## src/rtl/alu16_pkg.sv

```systemverilog
`timescale 1ns/1ps
package alu16_pkg;

   localparam logic [3:0] OP_UNARY = 4'h1;
   localparam logic [3:0] OP_MOV   = 4'h4;
   localparam logic [3:0] OP_ADD   = 4'h5;
   localparam logic [3:0] OP_ADDC  = 4'h6;
   localparam logic [3:0] OP_SUBC  = 4'h7;
   localparam logic [3:0] OP_SUB   = 4'h8;
   localparam logic [3:0] OP_CMP   = 4'h9;
   localparam logic [3:0] OP_DADD  = 4'hA;
   localparam logic [3:0] OP_BIT   = 4'hB;
   localparam logic [3:0] OP_BIC   = 4'hC;
   localparam logic [3:0] OP_BIS   = 4'hD;
   localparam logic [3:0] OP_XOR   = 4'hE;
   localparam logic [3:0] OP_AND   = 4'hF;

   localparam logic [1:0] SEL_RRC  = 2'd0;
   localparam logic [1:0] SEL_SWPB = 2'd1;
   localparam logic [1:0] SEL_RRA  = 2'd2;
   localparam logic [1:0] SEL_SXT  = 2'd3;

   localparam int FLG_C = 0;
   localparam int FLG_Z = 1;
   localparam int FLG_N = 2;
   localparam int FLG_V = 3;

   localparam int BYTE_W = 8;

   typedef enum logic [2:0] {
      FK_HOLD,
      FK_ARITH,
      FK_DEC,
      FK_LOGIC,
      FK_XOR,
      FK_SHIFT,
      FK_SXT
   } flag_kind_e;

endpackage

```

## src/rtl/alu16_addsub.sv

```systemverilog
`timescale 1ns/1ps
module alu16_addsub #(
   parameter int W = 16
) (
   input  logic [W-1:0] a_i,
   input  logic [W-1:0] b_i,
   input  logic         cin_i,
   input  logic         byte_i,
   output logic [W-1:0] sum_o,
   output logic         cout_o,
   output logic         ovf_o
);
   localparam int BW = alu16_pkg::BYTE_W;

   logic [W:0] full;
   logic       a_top, b_top, r_top;

   assign full   = {1'b0, a_i} + {1'b0, b_i} + {{W{1'b0}}, cin_i};
   assign sum_o  = full[W-1:0];
   assign cout_o = byte_i ? full[BW] : full[W];
   assign a_top  = byte_i ? a_i[BW-1] : a_i[W-1];
   assign b_top  = byte_i ? b_i[BW-1] : b_i[W-1];
   assign r_top  = byte_i ? full[BW-1] : full[W-1];
   assign ovf_o  = (a_top == b_top) && (r_top != a_top);
endmodule

```

## src/rtl/alu16_bcd.sv

```systemverilog
`timescale 1ns/1ps
module alu16_bcd #(
   parameter int W = 16
) (
   input  logic [W-1:0] a_i,
   input  logic [W-1:0] b_i,
   input  logic         cin_i,
   input  logic         byte_i,
   output logic [W-1:0] sum_o,
   output logic         cout_o
);
   localparam int NDIG      = W / 4;
   localparam int BYTE_DIGS = alu16_pkg::BYTE_W / 4;

   logic [NDIG:0] dc;
   assign dc[0] = cin_i;

   for (genvar d = 0; d < NDIG; d++) begin : g_digit
      logic [4:0] raw;
      logic       adj;
      assign raw = {1'b0, a_i[4*d +: 4]} + {1'b0, b_i[4*d +: 4]} + {4'b0, dc[d]};
      assign adj = (raw > 5'd9);
      assign sum_o[4*d +: 4] = adj ? (raw[3:0] + 4'd6) : raw[3:0];
      assign dc[d+1] = adj;
   end

   assign cout_o = byte_i ? dc[BYTE_DIGS] : dc[NDIG];
endmodule

```

## src/rtl/alu16_unary.sv

```systemverilog
`timescale 1ns/1ps
module alu16_unary
   import alu16_pkg::*;
#(
   parameter int W = 16
) (
   input  logic [W-1:0] x_i,
   input  logic [1:0]   sel_i,
   input  logic         cin_i,
   input  logic         byte_i,
   output logic [W-1:0] r_o,
   output logic         cout_o
);
   localparam int BW = BYTE_W;
   localparam int HI = W - BW;

   logic [W-1:0] xm;
   logic         fill;

   assign xm     = byte_i ? {{HI{1'b0}}, x_i[BW-1:0]} : x_i;
   assign cout_o = xm[0];
   assign fill   = (sel_i == SEL_RRC) ? cin_i : (byte_i ? xm[BW-1] : xm[W-1]);

   always_comb begin
      r_o = xm >> 1;
      case (sel_i)
         SEL_RRC, SEL_RRA: begin
            if (byte_i) r_o[BW-1] = fill;
            else        r_o[W-1]  = fill;
         end
         SEL_SWPB: begin
            r_o = x_i;
            r_o[2*BW-1:0] = {x_i[BW-1:0], x_i[2*BW-1:BW]};
         end
         default: r_o = {{HI{x_i[BW-1]}}, x_i[BW-1:0]};
      endcase
   end
endmodule

```

## src/rtl/alu16_core.sv

```systemverilog
`timescale 1ns/1ps
module alu16_core
   import alu16_pkg::*;
#(
   parameter int W = 16
) (
   input  logic [3:0]   op_i,
   input  logic [1:0]   sel_i,
   input  logic [W-1:0] src_i,
   input  logic [W-1:0] dst_i,
   input  logic         byte_i,
   input  logic [3:0]   stat_i,
   output logic [W-1:0] res_o,
   output logic         we_o,
   output logic [3:0]   stat_o
);
   localparam int BW = BYTE_W;
   localparam int HI = W - BW;

   if (W < 2*BW || (W % 4) != 0 || (W % BW) != 0) begin : g_bad_width
      $error("alu16_core: W must be a multiple of 8 and at least 16");
   end

   logic [W-1:0] mask, sm, dm, as_b, as_sum, bcd_sum, un_res;
   logic         is_sub, as_cin, as_cout, as_ovf, bcd_cout, un_cout;
   logic         wide, nf, zf, src_top, dst_top;
   flag_kind_e   kind;

   assign mask = byte_i ? {{HI{1'b0}}, {BW{1'b1}}} : {W{1'b1}};
   assign sm   = src_i & mask;
   assign dm   = dst_i & mask;

   assign is_sub = (op_i == OP_SUBC) || (op_i == OP_SUB) || (op_i == OP_CMP);
   assign as_b   = is_sub ? (~src_i & mask) : sm;

   always_comb begin
      case (op_i)
         OP_ADDC, OP_SUBC: as_cin = stat_i[FLG_C];
         OP_SUB, OP_CMP:   as_cin = 1'b1;
         default:          as_cin = 1'b0;
      endcase
   end

   alu16_addsub #(.W(W)) u_addsub (
      .a_i(dm), .b_i(as_b), .cin_i(as_cin), .byte_i(byte_i),
      .sum_o(as_sum), .cout_o(as_cout), .ovf_o(as_ovf)
   );

   alu16_bcd #(.W(W)) u_bcd (
      .a_i(dm), .b_i(sm), .cin_i(stat_i[FLG_C]), .byte_i(byte_i),
      .sum_o(bcd_sum), .cout_o(bcd_cout)
   );

   alu16_unary #(.W(W)) u_unary (
      .x_i(dst_i), .sel_i(sel_i), .cin_i(stat_i[FLG_C]), .byte_i(byte_i),
      .r_o(un_res), .cout_o(un_cout)
   );

   always_comb begin
      res_o = '0;
      we_o  = 1'b0;
      kind  = FK_HOLD;
      case (op_i)
         OP_MOV: begin res_o = sm; we_o = 1'b1; end
         OP_ADD, OP_ADDC, OP_SUBC, OP_SUB: begin
            res_o = as_sum & mask; we_o = 1'b1; kind = FK_ARITH;
         end
         OP_CMP:  begin res_o = as_sum & mask; kind = FK_ARITH; end
         OP_DADD: begin res_o = bcd_sum & mask; we_o = 1'b1; kind = FK_DEC; end
         OP_BIT:  begin res_o = sm & dm; kind = FK_LOGIC; end
         OP_AND:  begin res_o = sm & dm; we_o = 1'b1; kind = FK_LOGIC; end
         OP_BIC:  begin res_o = ~src_i & dm; we_o = 1'b1; end
         OP_BIS:  begin res_o = sm | dm; we_o = 1'b1; end
         OP_XOR:  begin res_o = sm ^ dm; we_o = 1'b1; kind = FK_XOR; end
         OP_UNARY: begin
            res_o = un_res;
            we_o  = 1'b1;
            case (sel_i)
               SEL_RRC, SEL_RRA: kind = FK_SHIFT;
               SEL_SXT:          kind = FK_SXT;
               default:          kind = FK_HOLD;
            endcase
         end
         default: ;
      endcase
   end

   assign wide    = !byte_i || (op_i == OP_UNARY && (sel_i == SEL_SWPB || sel_i == SEL_SXT));
   assign nf      = wide ? res_o[W-1] : res_o[BW-1];
   assign zf      = wide ? (res_o == '0) : (res_o[BW-1:0] == '0);
   assign src_top = byte_i ? src_i[BW-1] : src_i[W-1];
   assign dst_top = byte_i ? dst_i[BW-1] : dst_i[W-1];

   always_comb begin
      case (kind)
         FK_ARITH: stat_o = {as_ovf, nf, zf, as_cout};
         FK_DEC:   stat_o = {1'b0, nf, zf, bcd_cout};
         FK_LOGIC: stat_o = {1'b0, nf, zf, !zf};
         FK_XOR:   stat_o = {src_top & dst_top, nf, zf, !zf};
         FK_SHIFT: stat_o = {1'b0, nf, zf, un_cout};
         FK_SXT:   stat_o = {1'b0, nf, zf, !zf};
         default:  stat_o = stat_i;
      endcase
   end
endmodule

```

## config.mk

```make
export PLATFORM = sky130hd
export DESIGN_NAME = alu16_core
export DESIGN_NICKNAME = d
export VERILOG_FILES = /design/src/rtl/alu16_pkg.sv /design/src/rtl/alu16_addsub.sv /design/src/rtl/alu16_bcd.sv /design/src/rtl/alu16_unary.sv /design/src/rtl/alu16_core.sv
export SDC_FILE = /design/constraint.sdc
export NUM_CORES = 1
export LEC_CHECK = 0
export ABC_AREA = 1
export BUFFER_PORTS_ARGS = -buffer_cell sky130_fd_sc_hd__buf_2
export CAP_MARGIN = 5
export CORE_ASPECT_RATIO = 1.5
export CORE_MARGIN = 2
export CORE_UTILIZATION = 30
export DETAILED_ROUTE_END_ITERATION = 8
export SETUP_SLACK_MARGIN = 0.02
export SLEW_MARGIN = 20
export SYNTH_ARGS = -nofsm -noshare
export SYNTH_HDL_FRONTEND = slang
export SYNTH_SLANG_ARGS = --single-unit
```

## constraint.sdc

```tcl
create_clock -name vclk -period 16.7
set_input_delay 3.34 -clock vclk [all_inputs]
set_output_delay 3.34 -clock vclk [all_outputs]
set_load 0.01 [all_outputs]
```

==> results.md, run 1 <==
- Status: finished clean
- FF+latch count: 0
- Final instance area: 4570 um^2
- Core area: 13500 um^2
- Initial antenna violation count: 0
- Final hold viol count: 0
- Power Total: 0.185 mW
- Least-Margin Pin Slew: 0.638 ns
- Global-route wire length before repair: 25800 um
- Routed length per instance: 16.8 um
- DP Area: 4570 um^2
- Post-route clock period utilization: 83.8%
- Die Wd: 99.9 um
- CP peak stage delay: 0.46 ns
- Post-route ant nets: 0
- Startpoint types: primary input
- Vias in the first global route: 5002
- Tmin final: 13.99 ns
- GRT Util Overall: 21.9%
- Layout Nets: 912
- Routing usage on met3: 1.28%
- FMAX: 71.5 MHz
- Die Y: 148 um
- Seq/Total Area, Yosys: 0%
- DP HPWL: 13400 um
- YS warnings: 0
- Layout Area Growth over Synthesis: 10.3%
- Post-Syn Nets: 859
- CTS resizes: 0
- Cells after Synth: 757
- Largest net degree at the start of global routing: 26
- Die area: 14800 um^2
- Hold Slack: 6.97 ns
- IO Pins: 64
- Reg area: 0 um^2
- Slowest cell on crit path: fa_1
- Syn avg cell area: 5.47 um^2
- Layout clock buffers: 0
- Hold Buf Count CTS: 0
- Post-route insts no fill: 970
- Pre-CTS setup slack: 2.76 ns
- GR Layer Usage met2: 39.7%
- Crit path capture type: output pin
- Worst-path maximum fanout: 6
- Drc violations: 0
- Vias per inst: 5.34
- Cell variety after synth: 44
- Finished Core Util: 33.9%
- Drt first pass iters: 5
- Final setup TNS: 0 ns
- Worst hold path class: primary input to output pin
- Max-Cap Viols: 0
- Most frequent cells in the layout: 207 x nand2_1, 140 x inv_1, 81 x nand3_1
- Max-slew headroom: 57.3%
- Fraction of layout cells with a size suffix above 1: 12.3%
- Cell mode on critical path: nand2_1
- Post-Synthesis Cell Area: 4140 um^2
- DP Cell Count: 970
- Initial core utilization: 30.7%
- Met1 GRT Util: 25.8%
- Post-CTS setup buffers: 0
- IO buf count: 64
- Endpoints failing setup: 0
- Leakage power: 2.70 nW
- Initial DRC count: 350
- # diodes: 0
- CP Class: primary input to output pin
- Vias: 5179
- Slew Viols, Final: 0
- Worst EP required: 13.36 ns
- CP Data Arrival Time: 10.65 ns
- Pwr dens: 40.6 nW/um^2
- Most common cell after layout, fill and taps aside: nand2_1
- VDD IR max: 0.0197 mV
- Post-Route WL: 16300 um
- Setup ws final: 2.71 ns
- RSZ-0062 raised after global routing: false
- Most Used Layer, Global Route: met2
- Row count: 52
- GPL Wtd Cong: 1.01
- Overflow after GRT: 0
[synthesized netlist by cell type, drive strengths merged]
cell type,count,area [um^2]
o21ba,1,10.0
o2111ai,7,61.3
buf,10,90.1
ha,49,613
inv,149,559
clkbuf,5,20.0
a21boi,1,7.51
nor2,71,287
o21ai,28,144
o221ai,8,70.1
o22ai,15,93.8
fa,10,200
nand3,82,423
a211oi,4,35.0
a31oi,5,31.3
o21bai,3,22.5
nor3,15,75.1
or2,5,31.3
o31ai,2,28.8
and2,2,12.5
a21oi,31,170
nand3b,3,22.5
xor2,18,158
o211ai,7,52.6
nor4,1,12.5
xnor2,4,35.0
nand4,6,37.5
o2bb2ai,1,8.76
nand2,214,826
[power by group]
part | internal [mW] | total (mW) | switching (mW)
clock network | 0 | 0 | 0
logic | 0.0630 | 0.185 | 0.122
registers | 0 | 0 | 0
[critical path: cells and delay by family]
| kind | cells | cell delay, ns |
|---|---|---|
| adders and majority gates | 10 | 3.21 |
| AOI/OAI and AO/OA | 2 | 0.27 |
| xor gates and xnor gates | 2 | 0.56 |
| and+or+nand+nor | 23 | 1.94 |
| buffers and inverters | 15 | 1.35 |
[logic make-up (layout without fill, tap and decap cells)]
| logic type | count (synthesis) | after routing | synth area share [%] |
|---|---|---|---|
| fa+ha+maj | 59 | 59 | 19.7 |
| simple gates | 399 | 399 | 41.7 |
| xor+xnor | 22 | 22 | 4.66 |
| buf+inv | 164 | 215 | 16.2 |
| compound gates | 113 | 113 | 17.8 |
[path summary, 6_finish.rpt]
path / from / to / slack, ns / cells after the start
max: dst_i[0] / stat_o[1] / 2.71 / 52
min: stat_i[2] / stat_o[2] / 6.97 / 4
[layout make-up]
type	count	area, um^2
Timing Repair Buffer	66	335
Tap cell	162	203
Inverter	149	559
Fill cell	1543	8900
Multi-Input combinational cell	593	3470
[layer usage]
metal  part of all wire (%)  vias to the layer above
met3                    5.8                       58
li1                       -                     2551
met5                      0                        -
met4                    6.4                        0
met2                     49                      231
met1                     38                     2339
Note: power is estimated with default switching activity, not from simulation.
==> inputs of run 2 (changes only) <==
Clock period 16.7 ns to 13.5 ns, I/O delays scaled along.
==> results.md, run 2 (synthesis results as in run 1) <==
- DP Area: 4570 um^2 (unchanged)
- Die area: 14800 um^2 (unchanged)
- CP Data Arrival Time: 10.01 ns (-0.64 ns)
- Routed length per instance: 16.6 um (-0.89%)
- Hold Buf Count CTS: 0 (unchanged)
- Cell mode on critical path: nand2_1
- CP Class: primary input to output pin
- Worst hold path class: primary input to output pin
- Status: finished clean
- GPL Wtd Cong: 1.01 (+0.18%)
- Max-slew headroom: 56.7% (-0.65 points)
- Largest net degree at the start of global routing: 26 (unchanged)
- GRT Util Overall: 21.7% (-0.22 points)
- Hold Slack: 5.69 ns (-1.28 ns)
- Final hold viol count: 0 (unchanged)
- Crit path launch: dst_i[0]
- Sw power: 0.151 mW (+23%)
- Slowest cell on crit path: fa_1
- Leakage power: 2.70 nW (unchanged)
- Overflow after GRT: 0 (unchanged)
- Max-Cap Viols: 0 (unchanged)
- FMAX: 78.7 MHz
- DP Cell Count: 970 (unchanged)
- Initial core utilization: 30.7% (unchanged)
- Clock share of power: 0% (unchanged)
- Fillers: 1537 (-0.39%)
- Tmin final: 12.71 ns
- FF+latch count: 0 (unchanged)
- CTS resizes: 0 (unchanged)
- Core area: 13500 um^2 (unchanged)
- Hold path cells: 4 (unchanged)
- Setup ws final: 0.793 ns (-1.91 ns)
- Vias in the first global route: 4989 (-0.26%)
- VDD IR max: 0.0239 mV (+21%)
- DP HPWL: 13300 um (-0.18%)
- Global-route wire length before repair: 25500 um (-0.99%)
- Die Y: 148 um (unchanged)
- Vias per inst: 5.24 (-1.9%)
- Gate power share: 100.0% (about the same)
- Vias: 5083 (-1.9%)
- Endpoints failing setup: 0 (unchanged)
- Power Total: 0.229 mW (+23%)
- Final setup TNS: 0 ns (unchanged)
- Sequential share of power: 0% (unchanged)
- Drc violations: 0 (unchanged)
- RSZ-0062 raised after global routing: false
- Startpoint types: primary input
- IO Pins: 64 (unchanged)
- CP peak stage delay: 0.46 ns (about the same)
- Post-Route WL: 16100 um (-0.89%)
- Worst-path maximum fanout: 6 (unchanged)
- Post-route ant nets: 0 (unchanged)
- # diodes: 0 (unchanged)
- Slew Viols, Final: 0 (unchanged)
- Sw Share: 66.0% (about the same)
- Layout clock buffers: 0 (unchanged)
- Initial antenna violation count: 0 (unchanged)
- Worst EP required: 10.80 ns (-2.56 ns)
- Post-CTS setup buffers: 0 (unchanged)
- Pwr dens: 50.1 nW/um^2 (+23%)
- Finished Core Util: 33.9% (unchanged)
- Hold_sp: stat_i[2]
- Reg area: 0 um^2 (unchanged)
- Crit path capture type: output pin
- Die Wd: 99.9 um (unchanged)
- Post-route insts no fill: 970 (unchanged)
- Drt first pass iters: 5 (unchanged)
- Initial DRC count: 324 (-7.4%)
- Fraction of layout cells with a size suffix above 1: 12.3% (unchanged)
- Layout Nets: 912 (unchanged)
- Most frequent cells in the layout: 207 x nand2_1, 140 x inv_1, 81 x nand3_1
- Most common cell after layout, fill and taps aside: nand2_1
- Post-route clock period utilization: 94.1%
- Layout Area Growth over Synthesis: 10.3% (unchanged)
- Final instance area: 4570 um^2 (unchanged)
- Pre-CTS setup slack: 0.868 ns (-1.90 ns)
- Internal power: 0.0778 mW (+24%)
- IO buf count: 64 (unchanged)
- Row count: 52 (unchanged)
- Least-Margin Pin Slew: 0.648 ns (+0.00980 ns)
## run 2: cell counts in the layout (fill, tap and decap cells not counted)
No cell type changed its count.
## run 2: per-layer routing
layer  global-route usage, %  wire length, um
met5                       0                0
met1                    24.9             6320
met3                    1.89              811
met4                    14.2             1250
met2                    37.9             7750
## run 2: area by class of cell
cell class	count	area, um^2	share of cell area (%)
inverter	149	559	12.2
multi-input combinational	593	3470	76.0
tap	162	203	4.44
timing repair buffer	66	335	7.34
## run 2: path summary, 6_finish.rpt
kind,to,slack [ns]
worst max-delay path,stat_o[0],0.79
worst min-delay path,stat_o[2],5.69
## run 2: worst max-delay path, delay by kind of cell
family          cells  cell delay, ns
xor+xnor            2            0.54
buf+inv            15            1.32
simple gates       25            2.04
compound gates      1            0.15
fa+ha+maj          10            3.22
## run 2: power by group through the flow
stage          sequential, mW  combinational (mW)  clock (mW)
6_report                    0               0.229           0
5_1_grt                     0               0.258           0
4_1_cts                     0               0.227           0
3_5_place_dp                0               0.226           0
3_3_place_gp                0               0.225           0
2_1_floorplan               0               0.156           0
